File: config.mk
export PLATFORM = sky130hd
export DESIGN_NAME = stream_axi_coalescer
export DESIGN_NICKNAME = d
export VERILOG_FILES = /design/src/rtl/sac_pkg.sv /design/src/rtl/sac_len_fifo.sv /design/src/rtl/sac_burst_merge.sv /design/src/rtl/sac_wr_seq.sv /design/src/rtl/stream_axi_coalescer.sv
export SDC_FILE = /design/constraint.sdc
export NUM_CORES = 1
export LEC_CHECK = 0
export ABC_AREA = 1
export ABC_CLOCK_PERIOD_IN_PS = 3750
export CORE_MARGIN = 2
export CORE_UTILIZATION = 55
export CTS_CLUSTER_DIAMETER = 50
export DETAILED_ROUTE_END_ITERATION = 10
export DONT_BUFFER_PORTS = 1
export PLACE_DENSITY_LB_ADDON = 0.1
export SKIP_CTS_REPAIR_TIMING = 1
export SYNTH_ARGS = -nofsm -noshare
export SYNTH_HDL_FRONTEND = slang
export SYNTH_SLANG_ARGS = --single-unit
File: constraint.sdc
create_clock -name clk -period 3.75 [get_ports clk]
set_input_delay 0.9375 -clock clk [delete_from_list [all_inputs] [get_ports clk]]
set_output_delay 0.9375 -clock clk [all_outputs]
set_load 0.1 [all_outputs]
File: src/rtl/sac_pkg.sv
package sac_pkg;
  localparam int ADDR_W   = 64;
  localparam int AXLEN_W  = 8;
  localparam int RESP_W   = 8;
  typedef logic [ADDR_W-1:0] addr_t;
endpackage

File: src/rtl/sac_len_fifo.sv
module sac_len_fifo #(
  parameter int W     = 9,
  parameter int DEPTH = 8,
  parameter int AW    = $clog2(DEPTH)
) (
  input  logic         clk,
  input  logic         rst,
  input  logic         push,
  input  logic [W-1:0] din,
  input  logic         pop,
  output logic [W-1:0] dout,
  output logic         full,
  output logic         empty
);
  logic [W-1:0] mem [DEPTH];
  logic [AW:0]  wp_q, rp_q;

  assign empty = (wp_q == rp_q);
  assign full  = (wp_q[AW] != rp_q[AW]) && (wp_q[AW-1:0] == rp_q[AW-1:0]);
  assign dout  = mem[rp_q[AW-1:0]];

  // storage has no reset so it maps onto distributed or block RAM
  always_ff @(posedge clk) begin
    if (push && !full) mem[wp_q[AW-1:0]] <= din;
  end

  always_ff @(posedge clk) begin
    if (rst) begin
      wp_q <= '0;
      rp_q <= '0;
    end else begin
      if (push && !full) wp_q <= wp_q + (AW+1)'(1);
      if (pop && !empty) rp_q <= rp_q + (AW+1)'(1);
    end
  end
endmodule

File: src/rtl/sac_burst_merge.sv
module sac_burst_merge
  import sac_pkg::*;
#(
  parameter int DATA_W    = 32,
  parameter int MAX_BEATS = 256,
  parameter int IDLE_LIM  = 16,
  parameter int PAGE_BITS = 12,
  parameter int LEN_W     = $clog2(MAX_BEATS + 1)
) (
  input  logic             clk,
  input  logic             rst,
  input  logic             in_valid,
  output logic             in_ready,
  input  addr_t            in_addr,
  output logic             out_valid,
  input  logic             out_ready,
  output addr_t            out_addr,
  output logic [LEN_W-1:0] out_len
);
  localparam addr_t WORD_BYTES = addr_t'(DATA_W / 8);
  localparam int    IDLE_W     = $clog2(IDLE_LIM + 1);

  logic             open_q;
  addr_t            start_q;
  addr_t            next_q;
  logic [LEN_W-1:0] cnt_q;
  logic [IDLE_W-1:0] idle_q;

  logic slot_free, can_extend, take, flush;

  always_comb begin
    slot_free  = !out_valid || out_ready;
    can_extend = open_q && (in_addr == next_q) &&
                 (cnt_q < LEN_W'(MAX_BEATS)) &&
                 (next_q[PAGE_BITS-1:0] != '0);
    in_ready   = !open_q || can_extend || slot_free;
    take       = in_valid && in_ready;
    flush      = open_q && !in_valid && (idle_q == IDLE_W'(IDLE_LIM)) && slot_free;
  end

  always_ff @(posedge clk) begin
    if (rst) begin
      open_q    <= 1'b0;
      start_q   <= '0;
      next_q    <= '0;
      cnt_q     <= '0;
      idle_q    <= '0;
      out_valid <= 1'b0;
      out_addr  <= '0;
      out_len   <= '0;
    end else begin
      if (out_valid && out_ready) out_valid <= 1'b0;
      if (take) begin
        idle_q <= '0;
        if (can_extend) begin
          cnt_q  <= cnt_q + LEN_W'(1);
          next_q <= next_q + WORD_BYTES;
        end else begin
          if (open_q) begin
            out_valid <= 1'b1;
            out_addr  <= start_q;
            out_len   <= cnt_q;
          end
          open_q  <= 1'b1;
          start_q <= in_addr;
          next_q  <= in_addr + WORD_BYTES;
          cnt_q   <= LEN_W'(1);
        end
      end else if (flush) begin
        out_valid <= 1'b1;
        out_addr  <= start_q;
        out_len   <= cnt_q;
        open_q    <= 1'b0;
        idle_q    <= '0;
      end else if (open_q && !in_valid && (idle_q != IDLE_W'(IDLE_LIM))) begin
        idle_q <= idle_q + IDLE_W'(1);
      end
    end
  end
endmodule

File: src/rtl/sac_wr_seq.sv
module sac_wr_seq
  import sac_pkg::*;
#(
  parameter int DATA_W     = 32,
  parameter int LEN_W      = 9,
  parameter int FIFO_DEPTH = 8
) (
  input  logic              clk,
  input  logic              rst,
  input  logic              aw_fire,
  input  logic [LEN_W-1:0]  aw_len,
  output logic              len_full,
  input  logic              wr_data_valid,
  output logic              wr_data_ready,
  input  logic [DATA_W-1:0] wr_data,
  output logic [DATA_W-1:0] m_wdata,
  output logic              m_wlast,
  output logic              m_wvalid,
  input  logic              m_wready,
  input  logic              m_bvalid,
  output logic              m_bready,
  output logic              wr_resp_valid,
  input  logic              wr_resp_ready,
  output logic [RESP_W-1:0] wr_resp
);
  // index 0 frames W beats, index 1 converts B responses to counts
  logic [1:0]       pop_v, full_v, empty_v;
  logic [LEN_W-1:0] head [2];
  logic [LEN_W-1:0] beat_q;

  for (genvar g = 0; g < 2; g++) begin : g_len
    sac_len_fifo #(.W(LEN_W), .DEPTH(FIFO_DEPTH)) u_fifo (
      .clk   (clk),
      .rst   (rst),
      .push  (aw_fire),
      .din   (aw_len),
      .pop   (pop_v[g]),
      .dout  (head[g]),
      .full  (full_v[g]),
      .empty (empty_v[g])
    );
  end

  assign len_full      = |full_v;
  assign m_wvalid      = wr_data_valid && !empty_v[0];
  assign wr_data_ready = m_wready && !empty_v[0];
  assign m_wdata       = wr_data;
  assign m_wlast       = (beat_q == head[0] - LEN_W'(1));
  assign pop_v[0]      = m_wvalid && m_wready && m_wlast;
  assign m_bready      = !wr_resp_valid || wr_resp_ready;
  assign pop_v[1]      = m_bvalid && m_bready;

  always_ff @(posedge clk) begin
    if (rst) begin
      beat_q <= '0;
    end else if (m_wvalid && m_wready) begin
      beat_q <= m_wlast ? '0 : beat_q + LEN_W'(1);
    end
  end

  always_ff @(posedge clk) begin
    if (rst) begin
      wr_resp_valid <= 1'b0;
      wr_resp       <= '0;
    end else if (pop_v[1]) begin
      wr_resp_valid <= 1'b1;
      wr_resp       <= RESP_W'(head[1] - LEN_W'(1));
    end else if (wr_resp_ready) begin
      wr_resp_valid <= 1'b0;
    end
  end
endmodule

File: src/rtl/stream_axi_coalescer.sv
module stream_axi_coalescer
  import sac_pkg::*;
#(
  parameter int DATA_W         = 32,
  parameter int MAX_BEATS      = 256,
  parameter int IDLE_LIM       = 16,
  parameter int LEN_FIFO_DEPTH = 8,
  parameter int PAGE_BITS      = 12
) (
  input  logic              clk,
  input  logic              rst,
  input  logic              rd_addr_valid,
  output logic              rd_addr_ready,
  input  logic [63:0]       rd_addr,
  output logic              rd_data_valid,
  input  logic              rd_data_ready,
  output logic [DATA_W-1:0] rd_data,
  input  logic              wr_addr_valid,
  output logic              wr_addr_ready,
  input  logic [63:0]       wr_addr,
  input  logic              wr_data_valid,
  output logic              wr_data_ready,
  input  logic [DATA_W-1:0] wr_data,
  output logic              wr_resp_valid,
  input  logic              wr_resp_ready,
  output logic [7:0]        wr_resp,
  output logic [63:0]       m_araddr,
  output logic [7:0]        m_arlen,
  output logic              m_arvalid,
  input  logic              m_arready,
  input  logic [DATA_W-1:0] m_rdata,
  input  logic              m_rvalid,
  output logic              m_rready,
  output logic [63:0]       m_awaddr,
  output logic [7:0]        m_awlen,
  output logic              m_awvalid,
  input  logic              m_awready,
  output logic [DATA_W-1:0] m_wdata,
  output logic              m_wlast,
  output logic              m_wvalid,
  input  logic              m_wready,
  input  logic              m_bvalid,
  output logic              m_bready
);
  localparam int LEN_W = $clog2(MAX_BEATS + 1);

  logic [LEN_W-1:0] ar_len, aw_len;
  logic             aw_pend, aw_take, len_full, aw_fire;

  sac_burst_merge #(
    .DATA_W(DATA_W), .MAX_BEATS(MAX_BEATS), .IDLE_LIM(IDLE_LIM),
    .PAGE_BITS(PAGE_BITS), .LEN_W(LEN_W)
  ) u_rd_merge (
    .clk       (clk),
    .rst       (rst),
    .in_valid  (rd_addr_valid),
    .in_ready  (rd_addr_ready),
    .in_addr   (rd_addr),
    .out_valid (m_arvalid),
    .out_ready (m_arready),
    .out_addr  (m_araddr),
    .out_len   (ar_len)
  );

  assign m_arlen       = AXLEN_W'(ar_len - LEN_W'(1));
  // single ID: beats arrive in issue order and go straight out
  assign rd_data_valid = m_rvalid;
  assign rd_data       = m_rdata;
  assign m_rready      = rd_data_ready;

  sac_burst_merge #(
    .DATA_W(DATA_W), .MAX_BEATS(MAX_BEATS), .IDLE_LIM(IDLE_LIM),
    .PAGE_BITS(PAGE_BITS), .LEN_W(LEN_W)
  ) u_wr_merge (
    .clk       (clk),
    .rst       (rst),
    .in_valid  (wr_addr_valid),
    .in_ready  (wr_addr_ready),
    .in_addr   (wr_addr),
    .out_valid (aw_pend),
    .out_ready (aw_take),
    .out_addr  (m_awaddr),
    .out_len   (aw_len)
  );

  assign m_awvalid = aw_pend && !len_full;
  assign aw_take   = m_awready && !len_full;
  assign aw_fire   = m_awvalid && m_awready;
  assign m_awlen   = AXLEN_W'(aw_len - LEN_W'(1));

  sac_wr_seq #(.DATA_W(DATA_W), .LEN_W(LEN_W), .FIFO_DEPTH(LEN_FIFO_DEPTH)) u_wr_seq (
    .clk           (clk),
    .rst           (rst),
    .aw_fire       (aw_fire),
    .aw_len        (aw_len),
    .len_full      (len_full),
    .wr_data_valid (wr_data_valid),
    .wr_data_ready (wr_data_ready),
    .wr_data       (wr_data),
    .m_wdata       (m_wdata),
    .m_wlast       (m_wlast),
    .m_wvalid      (m_wvalid),
    .m_wready      (m_wready),
    .m_bvalid      (m_bvalid),
    .m_bready      (m_bready),
    .wr_resp_valid (wr_resp_valid),
    .wr_resp_ready (wr_resp_ready),
    .wr_resp       (wr_resp)
  );
endmodule

==> metrics, run 1 <==
ratio of cells with drive above 1 in the final layout 0.0823; Avg WL per Cell 19.0 µm; Slew headroom 0.204; DRC violations left 0; Tmin final approximately 3.7 ns; fraction of post-synthesis cell area in the top cell type by area 0.313; router iterations before antenna repair 6; cell types with the highest counts after synthesis nand2_1 (938), nor2_1 (490), dfxtp_1 (469), inv_1 (359), a21oi_1 (312); GR Util All Layers 0.312; number of max-capacitance violations reported 0; run status complete, no violations; CORE AREA 53900 µm²; highest achievable clock rate between 200 and 300 MHz; residual overflow from global routing 0; IR drop worst, VDD ~400 µV; number of instances in the placed design roughly 4600; static leakage power approximately 14 nW; number of standard cells after synthesis 4065; Core Rows 85; vias in the first global route 24500; sort of element at the end of the critical path primary output; total design power roughly 16 mW; fin cells approximately 4700; endpoint arrival time on the critical path roughly 2.8 ns; #FFs+latches synth around 600; worst-skew pair later-pin latency approximately 0.61 ns; die outline area 56500 µm²; Synth area leaders dfxtp_1 (31%), edfxtp_1 (14%), nand2_1 (12%), nor2_1 (6.1%), a21oi_1 (5.2%); hold depth 1; share of synthesized area occupied by flip-flops and latches 0.449; Syn Nets 4286; unrepaired setup endpoints after global routing true; placer's final routability congestion estimate approximately 1.0; number of setup violations in the final report 0; Netlist Area Pre-Place around 30000 µm²; post-CTS clock slew at the launch and capture registers of the worst setup and hold paths 0.06 ns; Die Y ~240 µm; distinct cell type count after synthesis 50; FF-to-FF path depth 15; initial antenna violation count 2; global-route wire length before repair 138 mm; category of the critical setup timing path reg2out; number of nets in the finished design around 4200; CTS H-Tree Depth 3; final HPWL from detailed placement ~65 mm; area leader, netlist dfxtp_1; clock sink total 605; effective utilization at floorplan 0.557; max-slew violation count 0; measured slew at the worst slew-check pin between 1 and 1.5 ns; average cell area after synthesis 7.39 µm²; count of vias placed by the detailed router ~26000; Inserted Clock Buffers 73; via density per instance 5.55; number of buffers on the longest clock path 3; Final Routed Wirelength approximately 90 mm; DP Worst Slack about 0.3 ns; Final Hold Violating Endpoints 0; Area Growth Syn to Fin 10.0%; remaining antenna violation count 0; number of top-level pins around 430; worst-case setup margin in the final layout 0.0202 ns; count of flip-flops with a built-in enable after synthesis about 140; floorplan die width 238 µm; worst hold-check path type in2reg; final worst-path cycle share 0.995; clk_skew between 0.015 and 0.02 ns; share of the core filled with cells 0.613; share of flip-flops with an asynchronous set or reset 0; Critical Path Fanout Max 8; clock tree from TritonCTS yes; clock root buffer clkbuf_16; initial DRC count 2224; required arrival time at the worst endpoint 2.81 ns; predominant post-synthesis flop cell dfxtp_1; number of buffers added on ports 0; Power Dens Cells 497 nW/µm²; number of warnings printed during yosys synthesis 0; count leader, synth nand2_1; maximum number of pins on one net before global-route repair 230; crit start category flop
[area by class of cell]
| cell class | instances | area, µm² |
|---|---|---|
| sequential | 605 | 13500 |
| timing repair buffer | 96 | 927 |
| clock buffer | 94 | 2030 |
| clock inverter | 37 | 430 |
| inverter | 386 | 1470 |
| multi-input combinational | 2815 | 13800 |
| tap | 696 | 871 |
| antenna | 1 | 2.50 |
| fill | 4947 | 20900 |
[flip-flops by register name (all words and copies together) (netlist names), 9 cells and up, named ones only]
register and flops:
u_wr_merge.out_addr 64, u_wr_seq.beat_q 9, u_rd_merge.cnt_q 9, u_rd_merge.start_q 64, u_rd_merge.out_addr 64, u_wr_merge.next_q 62, u_wr_merge.out_len 9, u_wr_seq.g_len.u_fifo.mem 136
u_wr_merge.cnt_q 9, u_wr_merge.start_q 64, u_rd_merge.next_q 62
[through the flow]
stage	instance area [µm²]	hold WS, ns	setup TNS [ns]
2_1_floorplan	30100	0.414	-0.0162
5_1_grt	33000	0.402	-0.125
3_3_place_gp	30400	0.422	0
4_1_cts	32800	0.388	-0.181
3_5_place_dp	30400	0.427	0
6_report	33000	0.422	0
[cell usage in the layout, fill, tap and decap left out, types with 5 or more instances in the layout]
cell | Yosys | routed
nand2_1 | 938 | 930
nor2_1 | 490 | 485
dfxtp_1 | 469 | 468
inv_1 | 359 | 356
a21oi_1 | 312 | 312
nand3_1 | 265 | 256
o21ai_0 | 225 | 224
xor2_1 | 147 | 141
edfxtp_1 | 136 | 136
nor3_1 | 104 | 104
nand4_1 | 79 | 79
buf_4 | 84 | 78
clkbuf_16 | 0 | 76
nor4_1 | 56 | 56
xnor2_1 | 53 | 47
or2_2 | 33 | 33
inv_2 | 24 | 23
ha_1 | 17 | 16
o21ai_1 | 15 | 15
buf_12 | 0 | 15
o22ai_1 | 14 | 14
clkbuf_1 | 93 | 12
nand3_2 | 4 | 11
inv_6 | 0 | 10
clkinv_2 | 0 | 10
nand3b_1 | 9 | 9
nor3b_1 | 9 | 9
nand2_2 | 4 | 8
nor2_2 | 4 | 8
xor2_2 | 0 | 6
xnor2_2 | 0 | 6
nand2_4 | 2 | 6
o2111ai_1 | 6 | 6
clkbuf_8 | 0 | 6
bufinv_16 | 0 | 6
or2_1 | 5 | 5
[final timing paths]
| path | startpoint | to | slack (ns) |
|---|---|---|---|
| min | rst | u_wr_merge.out_addr[29] | 0.42 |
| max reg2reg | u_rd_merge.start_q[1] | u_rd_merge.out_addr[16] | 0.87 |
| min reg2reg | u_rd_merge.start_q[13] | u_rd_merge.start_q[13] | 0.44 |
| max | flop | m_wlast | 0.02 |
[logic make-up after synthesis]
family / count (synthesis) / synth area share
simple gates: 2013 / 0.287
fa+ha+maj: 17 / 0.00708
buf+inv: 645 / 0.0981
xor+xnor: 200 / 0.0583
mux: 1 / 0.000333
flops: 605 / 0.449
compound gates: 584 / 0.100
[report_power, final]
| group | switching (mW) | internal [mW] |
|---|---|---|
| logic | 1.07 | 0.520 |
| clock network | 2.88 | 4.30 |
| registers | 0.744 | 6.91 |
| total | 4.69 | 11.7 |
[layer usage]
| metal | global-route usage | wire length, µm | vias to the layer above |
|---|---|---|---|
| li1 | - | - | 13000 |
| met1 | 0.405 | 37600 | 12100 |
| met2 | 0.512 | 41900 | 927 |
| met3 | 0.0682 | 7670 | 173 |
| met4 | 0.113 | 2680 | 4 |
| met5 | 0 | 23 | - |
[critical path, cell delays in order (launching register included)]
cell	delay, ns
dfxtp_4	0.38
buf_8	0.15
buf_8	0.13
nand2_1	0.07
nand3_2	0.08
nand3_4	0.11
nand2_4	0.07
ha_4	0.26
xor2_1	0.13
nand3_1	0.11
nor2_1	0.10
nand2_1	0.06
nor2_1	0.11
nand2_1	0.07
nor2_2	0.15
buf_12	0.19
Power figures use the tool's default switching activity.
==> run 2: changes to the inputs <==
- REMOVE_ABC_BUFFERS: unset -> 1
==> run 2 against run 1 <==
Net effect:
- first-iteration DRC count is 11% higher
- design area is 0.55% lower
- die area stayed put
- final cell count is 0.19% lower
- fmax is 0.52% higher
- power is 2.2% lower
- clock power is 5.0% lower
- sequential power hardly changed
- sequential share of layout area is 0.23 points higher
- flip-flop and latch count stayed put
- largest power group unchanged
==> metrics, run 2 (same netlist as run 1, synthesis figures left out) <==
clock root buffer clkbuf_16; Inserted Clock Buffers 72 (-1.4%); clock tree from TritonCTS yes; unrepaired setup endpoints after global routing true; Area Growth Syn to Fin 9.44%; via density per instance 5.57 (+0.48%); clk_skew 0.0254 ns (+0.00617 ns); number of top-level pins 431 (unchanged); worst-skew pair later-pin latency 0.61 ns (about the same); Critical Path Fanout Max 6 (-2); placer's final routability congestion estimate 0.997 (-1.0%); GR Util All Layers 0.323 (+0.0111); effective utilization at floorplan 0.557 (unchanged); category of the critical setup timing path reg2out; number of max-capacitance violations reported 0 (unchanged); number of buffers added on ports 0 (unchanged); maximum number of pins on one net before global-route repair 230 (unchanged); number of buffers on the longest clock path 3 (unchanged); global-route wire length before repair 142 mm (+2.8%); DRC violations left 0 (unchanged); Die Y 238 µm (unchanged); router iterations before antenna repair 5 (-1); filler cell count 5073 (+2.5%); Largest register FFs 136 (unchanged); sort of element at the end of the critical path primary output; Slew headroom 0.215 (+0.0107); leading cell types in the layout, fill and taps excluded nand2_1 (930), nor2_1 (480), dfxtp_1 (467), inv_1 (358), a21oi_1 (312); highest achievable clock rate 270 MHz (+0.52%); die outline area 56500 µm² (unchanged); clock sink total 605 (unchanged); Power Dens Cells 489 nW/µm² (-1.7%); remaining antenna violation count 0 (unchanged); post-CTS clock slew at the launch and capture registers of the worst setup and hold paths 0.06 ns (about the same); worst hold-check path type in2reg; floorplan die width 238 µm (unchanged); crit start category flop; final antenna diode count 0 (-1); CORE AREA 53900 µm² (unchanged); required arrival time at the worst endpoint 2.81 ns (about the same); commonest non-fill, non-tap cell in the layout nand2_1; initial antenna violation count 0 (-2); run status complete, no violations; tightest hold margin 0.418 ns (-0.00378 ns); ratio of cells with drive above 1 in the final layout 0.0802 (-0.00207); number of setup violations in the final report 0 (unchanged); count of vias placed by the detailed router 26300 (+0.29%); Tmin final 3.71 ns (-0.0193 ns); final worst-path cycle share 0.989 (-0.00515); final HPWL from detailed placement 66.4 mm (+1.8%); endpoint arrival time on the critical path 2.77 ns (-0.02 ns); Avg WL per Cell 19.7 µm (+3.5%); Final Routed Wirelength 92.9 mm (+3.3%); share of the core filled with cells 0.609 (-0.00337); residual overflow from global routing 0 (unchanged); area taken by multi-input logic gates 13800 µm² (about the same); combined flip-flop and latch cell area 13500 µm² (about the same); max-slew violation count 0 (unchanged); static leakage power 13.4 nW (-0.84%); vias in the first global route 24100 (-1.9%); Core Rows 85 (unchanged); Final Hold Violating Endpoints 0 (unchanged); initial DRC count 2474 (+11%); IR drop worst, VDD 400 µV (-1.0%); number of nets in the finished design 4192 (-0.14%); measured slew at the worst slew-check pin 1.18 ns (-0.0160 ns); CTS H-Tree Depth 3 (unchanged)
[run 2: power by group]
group	total, mW	leakage (nW)	switching (mW)	internal, mW
combinational	1.59	7.06	1.08	0.513
sequential	7.66	5.22	0.748	6.91
clock	6.81	1.13	2.82	3.99
[run 2: worst paths after layout]
kind | end | start | cells past startpoint | slack [ns]
min | u_wr_merge.start_q[41] | rst | 1 | 0.42
min reg2reg | u_rd_merge.start_q[43] | u_rd_merge.start_q[43] | 2 | 0.44
max reg2reg | u_rd_merge.start_q[58] | u_rd_merge.next_q[10] | 15 | 0.77
max | m_wlast | flop | 14 | 0.04
[run 2: per-layer routing]
layer / global-route usage / share of wire / up-vias
li1: - / - / 13000
met1: 0.445 / 0.44 / 12100
met2: 0.463 / 0.42 / 1083
met3: 0.129 / 0.11 / 140
met4: 0.0882 / 0.023 / 8
met5: 0.0545 / 0.0046 / -
[run 2: critical path: stages (launching register included)]
cell and delay [ns]:
dfxtp_4 0.43, buf_8 0.14, nand2_1 0.07, nand3_1 0.10, nand3_2 0.12, nand2_2 0.13
ha_4 0.14, nand2_1 0.09, nor2_4 0.20, xnor2_2 0.15, nand2_1 0.07, nor2_1 0.10
nand2_1 0.07, nor2_2 0.16, buf_12 0.20
[run 2: layout make-up]
class | count | area share
clock inverter | 28 | 0.00750
multi-input combinational | 2815 | 0.421
inverter | 386 | 0.0447
clock buffer | 100 | 0.0633
tap | 696 | 0.0265
timing repair buffer | 91 | 0.0269
sequential | 605 | 0.410
[run 2: through the flow]
| step | setup WS, ns | setup TNS [ns] | std cells | instance area (µm²) | power, mW |
|---|---|---|---|---|---|
| 2_1_floorplan | -1.64 | -304.09 | 3806 | 28500 | 8.89 |
| 3_3_place_gp | 0.325 | 0 | 4583 | 30300 | 9.35 |
| 3_5_place_dp | 0.303 | 0 | 4583 | 30300 | 9.36 |
| 4_1_cts | -0.296 | -0.296 | 4711 | 32600 | 16.2 |
| 5_1_grt | -0.127 | -0.127 | 4721 | 32900 | 16.6 |
| 6_report | 0.0396 | 0 | 4721 | 32900 | 16.1 |
